$ cat config.mk
export PLATFORM = sky130hd
export DESIGN_NAME = sar_adc_ctrl
export DESIGN_NICKNAME = d
export VERILOG_FILES = /design/src/rtl/sar_adc_pkg.sv /design/src/rtl/sar_adc_pinmux.sv /design/src/rtl/sar_adc_clkdiv.sv /design/src/rtl/sar_adc_seq.sv /design/src/rtl/sar_adc_regs.sv /design/src/rtl/sar_adc_ctrl.sv
export SDC_FILE = /design/constraint.sdc
export NUM_CORES = 1
export LEC_CHECK = 0
export BUFFER_PORTS_ARGS = -buffer_cell sky130_fd_sc_hd__buf_4
export CORE_ASPECT_RATIO = 0.7
export CORE_MARGIN = 2
export CORE_UTILIZATION = 49
export CTS_CLUSTER_DIAMETER = 60
export DETAILED_ROUTE_END_ITERATION = 7
export MAX_ROUTING_LAYER = met4
export PLACE_DENSITY = 0.77
export SKIP_CTS_REPAIR_TIMING = 1
export SLEW_MARGIN = 10
export SYNTH_ARGS = -nofsm -noshare
export SYNTH_HDL_FRONTEND = slang
export SYNTH_HIERARCHICAL = 1
export SYNTH_SLANG_ARGS = --single-unit
$ cat constraint.sdc
create_clock -name clk -period 2.4 [get_ports clk]
set_clock_uncertainty 0.2 [all_clocks]
set_input_delay 0 -clock clk [delete_from_list [all_inputs] [get_ports clk]]
set_output_delay 0 -clock clk [all_outputs]
set_load 0.03 [all_outputs]
$ cat src/rtl/sar_adc_pkg.sv
// Package: shared constants and types for the converter register interface.
// Assumes a 9-bit result split over two bytes and a four-pin analog port.
package sar_adc_pkg;
    localparam int RES_W     = 9;
    localparam int DATA_W    = 8;
    localparam int ADDR_W    = 8;
    localparam int NUM_PINS  = 4;
    localparam int CFG_W     = 3;
    localparam int CH_W      = 2;
    localparam int SEL_W     = 2;
    localparam int IDX_W     = $clog2(RES_W);

    localparam logic [ADDR_W-1:0] A_RES_LO = 8'h24;
    localparam logic [ADDR_W-1:0] A_RES_HI = 8'h25;
    localparam logic [ADDR_W-1:0] A_CTRL   = 8'h26;
    localparam logic [ADDR_W-1:0] A_CLKSEL = 8'h27;

    typedef enum logic {SEQ_IDLE = 1'b0, SEQ_CONV = 1'b1} seq_state_t;
endpackage

$ cat src/rtl/sar_adc_pinmux.sv
// Module: sar_adc_pinmux
// Decodes the 3-bit port configuration into per-pin analog enables.
// A code with its top bit set makes every pin analog. Otherwise the low
// bits give how many of the lowest pins are analog. Power follows any enable.
module sar_adc_pinmux
    import sar_adc_pkg::*;
#(
    parameter int PINS = NUM_PINS
) (
    input  logic [CFG_W-1:0] cfg,
    output logic [PINS-1:0]  ana_en,
    output logic             pwr
);
    localparam int CNT_W = CFG_W - 1;

    // One decode per pin: analog when all-analog or below the count.
    for (genvar p = 0; p < PINS; p++) begin : g_pin
        assign ana_en[p] = cfg[CFG_W-1] || (p < int'(cfg[CNT_W-1:0]));
    end

    // Power the analog section when any pin is analog.
    assign pwr = |ana_en;
endmodule

$ cat src/rtl/sar_adc_clkdiv.sv
// Module: sar_adc_clkdiv
// Produces the conversion-clock tick as an enable, one every 2^sel clocks.
// Assumes run is low between conversions so that each conversion starts
// from phase zero.
module sar_adc_clkdiv
    import sar_adc_pkg::*;
#(
    parameter int SW = SEL_W
) (
    input  logic          clk,
    input  logic          rst_n,
    input  logic          run,
    input  logic [SW-1:0] sel,
    output logic          tick
);
    localparam int MAX_DIV = 1 << ((1 << SW) - 1);
    localparam int CNT_W   = (MAX_DIV > 1) ? $clog2(MAX_DIV) : 1;

    logic [CNT_W-1:0] cnt_q;
    logic [CNT_W-1:0] div_m1;

    // Terminal count for the selected ratio.
    always_comb div_m1 = CNT_W'((32'd1 << sel) - 32'd1);

    assign tick = run && (cnt_q == div_m1);

    // Phase counter: held at zero while idle, wraps on every tick.
    always_ff @(posedge clk) begin
        if (!rst_n || !run) begin
            cnt_q <= '0;
        end else if (cnt_q == div_m1) begin
            cnt_q <= '0;
        end else begin
            cnt_q <= cnt_q + 1'b1;
        end
    end
endmodule

$ cat src/rtl/sar_adc_seq.sv
// Module: sar_adc_seq
// Successive-approximation sequencer. On go it presents the mid-scale
// trial and then decides one bit per tick, MSB first, keeping a bit when
// the comparator reports the level at or above the trial. Abort has
// priority over every other event and returns the sequencer to idle
// without touching the stored result.
module sar_adc_seq
    import sar_adc_pkg::*;
#(
    parameter int W = RES_W
) (
    input  logic         clk,
    input  logic         rst_n,
    input  logic         abort,
    input  logic         go,
    input  logic         tick,
    input  logic         cmp_in,
    output logic         busy,
    output logic         done,
    output logic [W-1:0] dac_code,
    output logic [W-1:0] result
);
    localparam int IW = (W > 1) ? $clog2(W) : 1;

    seq_state_t     state_q;
    logic [W-1:0]   trial_q;
    logic [W-1:0]   decided;
    logic [W-1:0]   next_trial;
    logic [IW-1:0]  idx_q;
    logic           last_bit;

    assign busy     = (state_q == SEQ_CONV);
    assign dac_code = trial_q;
    assign last_bit = (idx_q == '0);
    assign done     = busy && tick && last_bit && !abort;

    // Trial update: settle the current bit, then raise the next lower one.
    always_comb begin
        decided = trial_q;
        decided[idx_q] = cmp_in;
        next_trial = decided;
        if (!last_bit) begin
            next_trial[idx_q - 1'b1] = 1'b1;
        end
    end

    // Sequencer state, trial register, bit index and result store.
    always_ff @(posedge clk) begin
        if (!rst_n) begin
            state_q <= SEQ_IDLE;
            trial_q <= '0;
            idx_q   <= '0;
            result  <= '0;
        end else if (abort) begin
            state_q <= SEQ_IDLE;
            trial_q <= '0;
            idx_q   <= '0;
        end else if (go) begin
            state_q <= SEQ_CONV;
            trial_q <= W'(1) << (W - 1);
            idx_q   <= IW'(W - 1);
        end else if (busy && tick) begin
            if (last_bit) begin
                state_q <= SEQ_IDLE;
                trial_q <= '0;
                result  <= decided;
            end else begin
                trial_q <= next_trial;
                idx_q   <= idx_q - 1'b1;
            end
        end
    end
endmodule

$ cat src/rtl/sar_adc_regs.sv
// Module: sar_adc_regs
// Register file for the converter. It holds the control and clock-select
// words and the EOC flag, and detects START edges from bus writes. It also
// forms read data and the interrupt pulse.
// Assumes one write per bus_wr cycle and a combinational read path.
module sar_adc_regs
    import sar_adc_pkg::*;
(
    input  logic              clk,
    input  logic              rst_n,
    input  logic [ADDR_W-1:0] bus_addr,
    input  logic              bus_wr,
    input  logic [DATA_W-1:0] bus_wdata,
    output logic [DATA_W-1:0] bus_rdata,
    input  logic              irq_en,
    input  logic              done,
    input  logic [RES_W-1:0]  result,
    output logic [5:0]        ctrl_lo,
    output logic [SEL_W-1:0]  clk_sel,
    output logic              start_rise,
    output logic              start_fall,
    output logic              eoc,
    output logic              irq_req
);
    logic       start_q;
    logic       test_q;
    logic       wr_ctrl;
    logic       wr_clk;
    logic [DATA_W-1:0] res_lo_byte;
    logic [DATA_W-1:0] res_hi_byte;

    assign wr_ctrl    = bus_wr && (bus_addr == A_CTRL);
    assign wr_clk     = bus_wr && (bus_addr == A_CLKSEL);
    assign start_rise = wr_ctrl &&  bus_wdata[7] && !start_q;
    assign start_fall = wr_ctrl && !bus_wdata[7] &&  start_q;

    // Left-justified result split into the two read-only bytes.
    assign res_hi_byte = result[RES_W-1:1];
    assign res_lo_byte = {result[0], 7'b0};

    // Control word and START history.
    always_ff @(posedge clk) begin
        if (!rst_n) begin
            ctrl_lo <= '0;
            start_q <= 1'b0;
        end else if (wr_ctrl) begin
            ctrl_lo <= bus_wdata[5:0];
            start_q <= bus_wdata[7];
        end
    end

    // Clock-select word: divider select and the inert test bit.
    always_ff @(posedge clk) begin
        if (!rst_n) begin
            clk_sel <= '0;
            test_q  <= 1'b0;
        end else if (wr_clk) begin
            clk_sel <= bus_wdata[SEL_W-1:0];
            test_q  <= bus_wdata[7];
        end
    end

    // EOC flag: set by a START rise, cleared by completion; rise wins.
    always_ff @(posedge clk) begin
        if (!rst_n) begin
            eoc <= 1'b0;
        end else if (start_rise) begin
            eoc <= 1'b1;
        end else if (done) begin
            eoc <= 1'b0;
        end
    end

    // Interrupt request: one cycle after completion when enabled.
    always_ff @(posedge clk) begin
        if (!rst_n) begin
            irq_req <= 1'b0;
        end else begin
            irq_req <= done && irq_en;
        end
    end

    // Read multiplexer over the four addresses.
    always_comb begin
        unique case (bus_addr)
            A_RES_LO: bus_rdata = res_lo_byte;
            A_RES_HI: bus_rdata = res_hi_byte;
            A_CTRL:   bus_rdata = {start_q, eoc, ctrl_lo};
            A_CLKSEL: bus_rdata = {test_q, {(DATA_W-1-SEL_W){1'b0}}, clk_sel};
            default:  bus_rdata = '0;
        endcase
    end
endmodule

$ cat src/rtl/sar_adc_ctrl.sv
// Module: sar_adc_ctrl (top)
// Digital control for a four-input 9-bit successive-approximation
// converter. It connects the register file, the pin decoder, the tick
// divider and the sequencer. The DAC and comparator are external: dac_code
// goes out and cmp_in comes back in the same cycle.
module sar_adc_ctrl
    import sar_adc_pkg::*;
(
    input  logic              clk,
    input  logic              rst_n,
    input  logic [ADDR_W-1:0] bus_addr,
    input  logic              bus_wr,
    input  logic [DATA_W-1:0] bus_wdata,
    output logic [DATA_W-1:0] bus_rdata,
    input  logic              cmp_in,
    input  logic              irq_en,
    output logic [RES_W-1:0]  dac_code,
    output logic [CH_W-1:0]   ch_sel,
    output logic [NUM_PINS-1:0] ana_en,
    output logic              adc_pwr,
    output logic              irq_req
);
    logic [5:0]        ctrl_lo;
    logic [SEL_W-1:0]  clk_sel;
    logic              start_rise;
    logic              start_fall;
    logic              eoc;
    logic              done;
    logic              busy;
    logic              tick;
    logic [RES_W-1:0]  result;

    sar_adc_regs u_regs (
        .clk        (clk),
        .rst_n      (rst_n),
        .bus_addr   (bus_addr),
        .bus_wr     (bus_wr),
        .bus_wdata  (bus_wdata),
        .bus_rdata  (bus_rdata),
        .irq_en     (irq_en),
        .done       (done),
        .result     (result),
        .ctrl_lo    (ctrl_lo),
        .clk_sel    (clk_sel),
        .start_rise (start_rise),
        .start_fall (start_fall),
        .eoc        (eoc),
        .irq_req    (irq_req)
    );

    sar_adc_pinmux #(.PINS(NUM_PINS)) u_pinmux (
        .cfg    (ctrl_lo[5:3]),
        .ana_en (ana_en),
        .pwr    (adc_pwr)
    );

    sar_adc_clkdiv #(.SW(SEL_W)) u_div (
        .clk   (clk),
        .rst_n (rst_n),
        .run   (busy),
        .sel   (clk_sel),
        .tick  (tick)
    );

    sar_adc_seq #(.W(RES_W)) u_seq (
        .clk      (clk),
        .rst_n    (rst_n),
        .abort    (start_rise),
        .go       (start_fall),
        .tick     (tick),
        .cmp_in   (cmp_in),
        .busy     (busy),
        .done     (done),
        .dac_code (dac_code),
        .result   (result)
    );

    // Channel select: bit 2 of the control word is stored but unused here.
    assign ch_sel = ctrl_lo[CH_W-1:0];
endmodule

# Word level (Yosys, flattened, before mapping)
# Index checks and enable logic that the tools add are counted.
dict set report word_totals {
  reg_bits 38
  out_inout_bits 25
  wordCells 86
  in_bits 21
}
dict set report classes {
  order_cmp 7
  shift 1
  n_eq_ne 6
  bitwise_logic 5
  mux 17
  addsub 3
  n_reduce_logical 34
}
# op count
set op_table {}
lappend op_table {{equality test 8 x 6 -> 1 bit (second input constant)} 4}
lappend op_table {{one-hot mux 8 bit (4 select lines)} 1}
lappend op_table {{two-way mux 9 bit} 3}
lappend op_table {{logical AND 1 bit} 13}
lappend op_table {{two-way mux 4 bit} 3}
lappend op_table {{< comparator 4 x 5 -> 1 bit (second input constant)} 2}
lappend op_table {{bitwise mux 9 bit} 1}
lappend op_table {{OR 9 bit} 1}
lappend op_table {{demux 1 bit (select 4 bit)} 2}
lappend op_table {{>= comparator 4 x 1 -> 1 bit (second input constant)} 2}
lappend op_table {{two-way mux 1 bit} 7}
lappend op_table {{AND reduction 2 bit} 3}
lappend op_table {{nonzero test 2 bit} 3}
lappend op_table {{zero test 1 bit} 5}
lappend op_table {{zero test 4 bit} 1}
lappend op_table {{logical OR 1 bit} 4}
lappend op_table {{< comparator 1 x 2 -> 1 bit (first input constant)} 2}
lappend op_table {{NOT 1 bit} 4}
lappend op_table {{AND reduction 4 bit} 1}
lappend op_table {{OR reduction 2 bit} 2}
lappend op_table {{OR reduction 4 bit} 1}
lappend op_table {{subtractor 4 x 1 -> 4 bit (second input constant)} 1}
lappend op_table {{adder 3 x 1 -> 3 bit (second input constant)} 1}
lappend op_table {{equality test 3 bit} 1}
lappend op_table {{5 further kinds} 5}

# Longest topological paths before layout
# Gate-level depths: netlist (run 1).
dict set report depth {
  ltp_word 9
  ltp_mapped 9
  depth_no_buf 7
}

# Cells and area by module
# Netlist (run 1), hierarchy kept.
# module seq_area_each_um2 instances cells_per_inst area_each_um2
set modules_own_cells {}
lappend modules_own_cells {sar_adc_seq 460.4 1 149 1298.7}
lappend modules_own_cells {sar_adc_regs 240.2 1 75 680.7}
lappend modules_own_cells {sar_adc_clkdiv 60.1 1 17 165.2}
lappend modules_own_cells {sar_adc_pinmux 0.0 1 5 35.0}

# Least setup slack after synthesis (run 1)
# OpenSTA, ideal clock, no wires.
dict set report synth_path {
  path_type {reg-to-reg}
  from {register u_div.cnt_q[2]}
  to {register u_seq.result[7]}
  setup_time_ns 0.116
  synth_period_minus_slack_ns 2.332
  path_buffers 1
  t_arrival_ns 2.016
  required_time_ns 2.084
  path_slack_ns 0.068
  stages_incl_launch_ff 9
  cell_sequence {dfxtp_1 -> or4b_1 -> nand4_2 -> and3_1 -> nand2_1 -> nor4b_4 -> buf_6 -> nand2_1 -> o211a_1}
}
dict set report synth_via {
  elab_chain_len 4
}
# element line
set synth_rtl {}
lappend synth_rtl {{start: declaration} sar_adc_clkdiv.sv:19} ;# logic [CNT_W-1:0] cnt_q;
lappend synth_rtl {{start signal: assignment} sar_adc_clkdiv.sv:34} ;# cnt_q <= cnt_q + 1'b1;
lappend synth_rtl {{equality test 3 bit} sar_adc_clkdiv.sv:25} ;# assign tick = run && (cnt_q == div_m1);
lappend synth_rtl {{logical AND 1 bit} sar_adc_clkdiv.sv:25}
lappend synth_rtl {{named net tick} sar_adc_ctrl.sv:30} ;# logic tick;
lappend synth_rtl {{logical AND 1 bit} sar_adc_seq.sv:62} ;# end else if (busy && tick) begin
lappend synth_rtl {{AND reduction 4 bit (no line)} n/a}
lappend synth_rtl {{end signal: assignment} sar_adc_seq.sv:66} ;# result <= decided;
lappend synth_rtl {{end: declaration} sar_adc_seq.sv:21} ;# output logic [W-1:0] result
# The timed path passes the listed nets, and every way through them passes these cells.
# A chain may end at the register's enable or synchronous reset.

# Worst setup path after layout (run 1)
dict set report layout_path {
  from {register u_regs.clk_sel[1]}
  to {register u_seq.result[3]}
}
dict set report layout_via {
  elab_chain_len 6
}
# element line
set layout_rtl {}
lappend layout_rtl {{start: declaration} sar_adc_regs.sv:19} ;# output logic [SEL_W-1:0] clk_sel,
lappend layout_rtl {{start signal: assignment} sar_adc_regs.sv:58} ;# clk_sel <= bus_wdata[SEL_W-1:0];
lappend layout_rtl {{left shift 1 x 2 -> 3 bit} sar_adc_clkdiv.sv:23} ;# always_comb div_m1 = CNT_W'((32'd1 << sel) - 32'd1);
lappend layout_rtl {{subtractor 3 x 1 -> 3 bit} sar_adc_clkdiv.sv:23}
lappend layout_rtl {{equality test 3 bit} sar_adc_clkdiv.sv:25}
lappend layout_rtl {{logical AND 1 bit} sar_adc_clkdiv.sv:25}
lappend layout_rtl {{named net tick} sar_adc_ctrl.sv:30}
lappend layout_rtl {{logical AND 1 bit} sar_adc_seq.sv:62}
lappend layout_rtl {{AND reduction 4 bit (no line)} n/a}
# The timed path passes the listed nets, and every way through them passes these cells.

==> results of run 1 <==
-- registers in the layout, indices dropped and copies added, names as in the netlist --
register / flops
u_seq/idx_q: 4
u_regs/clk_sel: 2
u_regs/ctrl_lo: 6
u_regs/test_q: 1
u_seq/dac_code: 9
u_regs/eoc: 1
u_div/cnt_q: 3
u_regs/irq_req: 1
u_regs/start_q: 1
u_seq/result: 9
u_seq/busy: 1
-- placed cells by master, fill, tap and decap left out, types with 3 or more instances in the layout --
cell | Yosys | routed
o221ai_1 | 5 | 5
nor2_1 | 21 | 20
mux2i_1 | 18 | 18
buf_4 | 1 | 56
nor3_1 | 4 | 3
o21ai_0 | 3 | 3
inv_1 | 6 | 6
nor3b_1 | 3 | 3
nand4_1 | 3 | 3
clkbuf_8 | 0 | 5
a22oi_1 | 7 | 7
dfxtp_1 | 38 | 35
a21oi_1 | 8 | 8
o211a_1 | 9 | 9
nand3b_1 | 7 | 7
nor2b_1 | 4 | 4
dlygate4sd3_1 | 0 | 16
ha_1 | 6 | 6
dfxtp_2 | 0 | 3
nand3_1 | 4 | 4
nand2_1 | 40 | 39
-- power groups by stage --
stage / clock, uW / combinational (uW) / sequential (uW)
floorplan: 0 / 27.1 / 645
global placement: 0 / 63.2 / 645
detailed placement: 0 / 63.7 / 645
CTS: 558 / 63.9 / 630
global route: 580 / 88.3 / 630
finish: 551 / 82.0 / 630
-- cell type report --
class	count	area [um2]	share of cell area [%]
clock buffer	5	68.8	2.35
clock inverter	3	40.0	1.37
inverter	6	22.5	0.770
multi-input combinational	186	1360	46.4
sequential	38	764	26.1
tap	55	68.8	2.35
timing repair buffer	74	603	20.6
-- kinds of logic (layout without fill, tap and decap cells) --
family	after synthesis	count (layout)	synth area share, %
buf+inv	22	88	4.88
simple gates	110	110	28.8
flops	38	38	34.9
compound gates	46	46	16.3
mux	21	21	10.5
fa+ha+maj	6	6	3.44
xor+xnor	3	3	1.21
-- routing by layer --
metal / share of wire [%] / wire length, um / global-route usage [%]
met5: 0 / 0 / -
met4: 0.99 / 57 / 6.22
met3: 5.9 / 339 / 5.25
met2: 45 / 2590 / 33.3
met1: 48 / 2800 / 31.1
-- how the worst max path moves through the flow --
stage                                 start                 to  cells after the start
final                     u_regs/clk_sel[1]    u_seq/result[3]                      8
after global routing      u_regs/clk_sel[1]    u_seq/result[3]                      8
after CTS                    u_div/cnt_q[1]     u_seq/idx_q[1]                      9
after detailed placement     u_div/cnt_q[1]     u_seq/idx_q[1]                      9
after global placement       u_div/cnt_q[1]  u_seq/dac_code[1]                      8
after floorplan              u_div/cnt_q[2]    u_seq/result[7]                      8
-- per-stage QoR --
stage | hold WS, ns | TNS (ns) | area [um2] | setup WS (ns) | instances
final | 0.104 | 0 | 2930 | 0.0829 | 367
after global routing | 0.131 | -0.0170 | 2930 | -0.0170 | 367
after CTS | -0.270 | -0.147 | 2700 | -0.0463 | 350
after detailed placement | 0.0494 | 0 | 2590 | 0.0127 | 342
after global placement | 0.0425 | 0 | 2590 | 0.0712 | 342
after floorplan | -0.0612 | 0 | 2180 | 0.0675 | 246
-- critical path: cells and delay by family (launching register included) --
family,cells,cell delay (ns)
buffers and inverters,1,0.17
AND/OR/NAND/NOR,5,1.24
flip-flops,1,0.36
AO/OA/AOI/OAI,2,0.23
==> flow_summary.ini, run 1 <==
[place]
place_congestion = 0.916
dp.final_hpwl_um = 3860
io_buffer_count = 44

[power_and_ir_drop]
p_clk_share_pct = 43.6
leakagePower_uw = 0.00138
p_per_area_mw_per_mm2 = 432
p_seq_share_pct = 49.9
swShare_pct = 22.4
fin_total_pwr_uw = 1260
p_sw_uw = 284
peakVddDrop_mv = 0.422
combPwrFrac_pct = 6.5
p_int_uw = 980

[logic_synthesis]
synth_edf_count = 0
avgSynthCellArea_um2 = 8.86
yosysMostFrequentCell = nand2_1
synth_commonest_cells = 40 x nand2_1, 38 x dfxtp_1, 21 x nor2_1, 18 x mux2i_1, 9 x o211a_1
ys_top_cells_by_area = dfxtp_1 35%, mux2i_1 8.3%, nand2_1 6.9%
synthArstFlopShare_pct = 0
synth-seq-cells = 38
syn_inst = 246
ys.flop_type = dfxtp_1
yosys.area.top_type = dfxtp_1
synth_top_area_share_pct = 34.9
ys.warnings.count = 6
synth_area_mm2 = 0.00218
synth_nets = 273
synth.distinct_cells = 55
seq_area_frac_synth_pct = 34.9

[timing]
setup_violations = 0
fin_crit_sh_pct = 96.5
worstMarginPinSlew_ns = 0.673
slew_headroom_pct = 55.1
fmax_ghz = 0.432
hold_viol = 0
final_max_slew_viol_count = 0
finalCriticalPeriod_ns = 2.32

[floorplanning]
die_x_um = 83.7
start_util_pct = 50.6
fp-row-count = 20
io_pins = 46
die_area_mm2 = 0.00501
core_area_mm2 = 0.00430
die_h_um = 59.8

[worst_setup_path]
cpPeakStageDelay_ns = 0.53
critPathKind = flip-flop to flip-flop
worst_setup_path_end_kind = flip-flop
worstReg2RegStart = u_regs/clk_sel[1]
crit_path_top_delay_cell = or4b_1
cp_cell_sequence = or4b_1 -> nand4_2 -> and3_4 -> nand2_2 -> nor4b_4 -> buf_6 -> o211ai_1 -> o211a_1
crit_arrival_ns = 2.32
ff2ff_setup_slack_ns = 0.08
rr_endpoint = u_seq/result[3]
reg2regPathDepth = 8
critPathRequiredTime_ns = 2.40
worstSetupStartpointType = flip-flop
cp_max_fo = 6

[min_path]
hp-class = input port to flip-flop
hold_start = bus_wr
hold_depth = 4
hold_path_end = u_regs/ctrl_lo[3]

[detailed_routing]
num_vias = 2090
drtIter0Drc = 222
avgRoutedWirePerCell_um = 15.8
first_pass_iters = 4
ant_nets = 0
drt_wl_total_um = 5790
viasPerCell = 5.69
drc = 0

[global_route]
grt_pass1_wl_um = 8570
grt.total_usage_pct = 22.5
overflow = 0
grt_pass1_vias = 1776
antenna_found_initial = 0
grt_max_degree = 35

[clock_network]
numCtsBuffers = 5
cts_tree = yes
worstSkewPairLatency_ns = 0.30
clock-sinks = 38
cts.clk_slew.worst_paths_ns = 0.08
htreeDepth = 2
cts.path.max_buffers = 2
cts-root-buf = clkbuf_8

[layout]
n_fill_cell = 348
synthToLayoutAreaGrowth_pct = 34.3
n_antenna_cell = 0
drive_gt1_share_pct = 29.5
post-route-util_pct = 68.0
layout.nets = 338

[status]
status = finished clean

[run]
max-cap-violations = 0
(Power assumes the default switching activity.)
==> run 2, diff against run 1 <==
--- a/config.mk
+++ b/config.mk
@@ -6,6 +6,7 @@
 export NUM_CORES = 1
 export LEC_CHECK = 0
 export BUFFER_PORTS_ARGS = -buffer_cell sky130_fd_sc_hd__buf_4
+export CAP_MARGIN = 20
 export CORE_ASPECT_RATIO = 0.7
 export CORE_MARGIN = 2
 export CORE_UTILIZATION = 49
==> constraint.sdc (replaced) <==
create_clock -name clk -period 2.1 [get_ports clk]
set_clock_uncertainty 0.2 [all_clocks]
set_input_delay 0 -clock clk [delete_from_list [all_inputs] [get_ports clk]]
set_output_delay 0 -clock clk [all_outputs]
set_load 0.03 [all_outputs]
==> flow_summary.ini, run 2 (synthesized netlist as in run 1, its figures left out) <==
[detailed_routing]
drtIter0Drc = 221
drc = 0
drt_wl_total_um = 6630
num_vias = 2229
avgRoutedWirePerCell_um = 17.1
ant_nets = 0
first_pass_iters = 4
viasPerCell = 5.74

[min_path]
hold_depth = 4
hp-class = input port to flip-flop

[timing]
fin_ws_ns = -0.241
fmax_ghz = 0.427
worstMarginPinSlew_ns = 0.773
timing.hold.ws_ns = 0.0130
final_max_slew_viol_count = 0
setup_violations = 24
slew_headroom_pct = 48.3
finalCriticalPeriod_ns = 2.34
fin_crit_sh_pct = 111
rsz0062_at_grt = yes
hold_viol = 0

[worst_setup_path]
critPathTopFamily = simple AND/OR/NAND/NOR gates
crit_path_top_delay_cell = or4b_4
critPathKind = flip-flop to flip-flop
cp_cell_sequence = or4b_4 -> nand4_4 -> and3_4 -> nand2_4 -> nor4b_4 -> buf_4 -> buf_12 -> nand2_2 -> o211a_1
crit_buf_inv = 2
worst_setup_path_end_kind = flip-flop
worstSetupStartpointType = flip-flop
cp_max_fo = 8
crit_cells = 9
cpPeakStageDelay_ns = 0.54
crit_arrival_ns = 2.34
critPathRequiredTime_ns = 2.09
reg2regPathDepth = 9
ff2ff_setup_slack_ns = -0.24

[layout]
n_fill_cell = 308
layout_common_cells = 67 x buf_4, 35 x dfxtp_1, 28 x nand2_1
multi_input_area_mm2 = 0.00148
layout.nets = 360
synthToLayoutAreaGrowth_pct = 48.6
ff_latch_area_um2 = 767
drive_gt1_share_pct = 37.8
final_common_cell = buf_4
n_antenna_cell = 0

[global_route]
grt.total_usage_pct = 23.0
overflow = 0
grt_pass1_vias = 1773
antenna_found_initial = 0
grt_max_degree = 35
grt_pass1_wl_um = 8700

[clock_network]
htreeDepth = 2
cts.clk_slew.worst_paths_ns = 0.08
clock-sinks = 38
cts_tree = yes
numCtsBuffers = 5
worstSkewPairLatency_ns = 0.30
cts-root-buf = clkbuf_8
cts.path.max_buffers = 2

[place]
place_congestion = 0.907
place_ws_ns = -0.277
dp.final_hpwl_um = 4080
io_buffer_count = 44

[floorplanning]
die_h_um = 59.8
start_util_pct = 50.6
fp-row-count = 20
die_x_um = 83.7
io_pins = 46
core_area_mm2 = 0.00430
die_area_mm2 = 0.00501

[power_and_ir_drop]
leakagePower_uw = 0.00152
peakVddDrop_mv = 0.525
p_per_area_mw_per_mm2 = 405

[status]
violations = negative setup slack
status = complete, but fails checks

[run]
max-cap-violations = 0
==> run 2: changes by cell type in the layout (fill, tap and decap cells not counted), sizes merged <==
cell | before | now
buf | 58 | 71
bufinv | 1 | 0
clkbuf | 5 | 7
clkinv | 2 | 0
clkinvlp | 0 | 1
dlygate4sd3 | 16 | 24
==> run 2: per-stage QoR <==
step,total power (uW),cells,area (um2),util (%),setup TNS (ns)
3_5_place_dp,811,351,2710,62.9,-3.64
5_1_grt,1370,388,3240,75.2,-5.30
3_3_place_gp,810,351,2710,62.9,-2.20
6_report,1310,388,3240,75.2,-3.94
4_1_cts,1290,358,2790,64.7,-4.03
2_1_floorplan,769,246,2210,-,-1.30
==> run 2: report_power, final <==
part | leakage, uW | switching, uW | total (uW) | internal [uW]
combinational | 0.00118 | 47.4 | 106 | 58.7
clock | 0.0000373 | 258 | 485 | 228
sequential | 0.000308 | 0.269 | 719 | 719
total | 0.00152 | 305 | 1310 | 1010
==> run 2: worst register-to-register path: cells and delay by family (launching register included) <==
family	cells	cell delay, ns
AOI/OAI and AO/OA	1	0.14
buffers and inverters	2	0.34
DFF	1	0.33
and+or+nand+nor	6	1.23
==> run 2: final cells by class <==
cell class	instances	area share, %
clock buffer	6	2.24
clock inverter	1	0.232
inverter	6	0.696
multi-input combinational	186	45.6
sequential	38	23.7
tap	55	2.13
timing repair buffer	96	25.5
==> run 2: worst paths after layout <==
path | start | endpoint
worst min-delay path | bus_addr[4] | u_regs/eoc
worst max-delay path | u_div/cnt_q[2] | u_seq/result[8]
worst max register to register | u_div/cnt_q[2] | u_seq/result[8]
worst min register to register | u_regs/ctrl_lo[1] | u_regs/ctrl_lo[1]
==> run 2: metal layers <==
metal  GRT usage (%)  part of all wire, %  vias to the layer above  wire length (um)
li1                -                    -                     1058                 -
met1            32.7                   46                     1084              3020
met2            32.8                   47                       82              3120
met3            7.46                  7.0                        5               461
met4            2.76                 0.38                        0                25
met5               -                    0                        -                 0
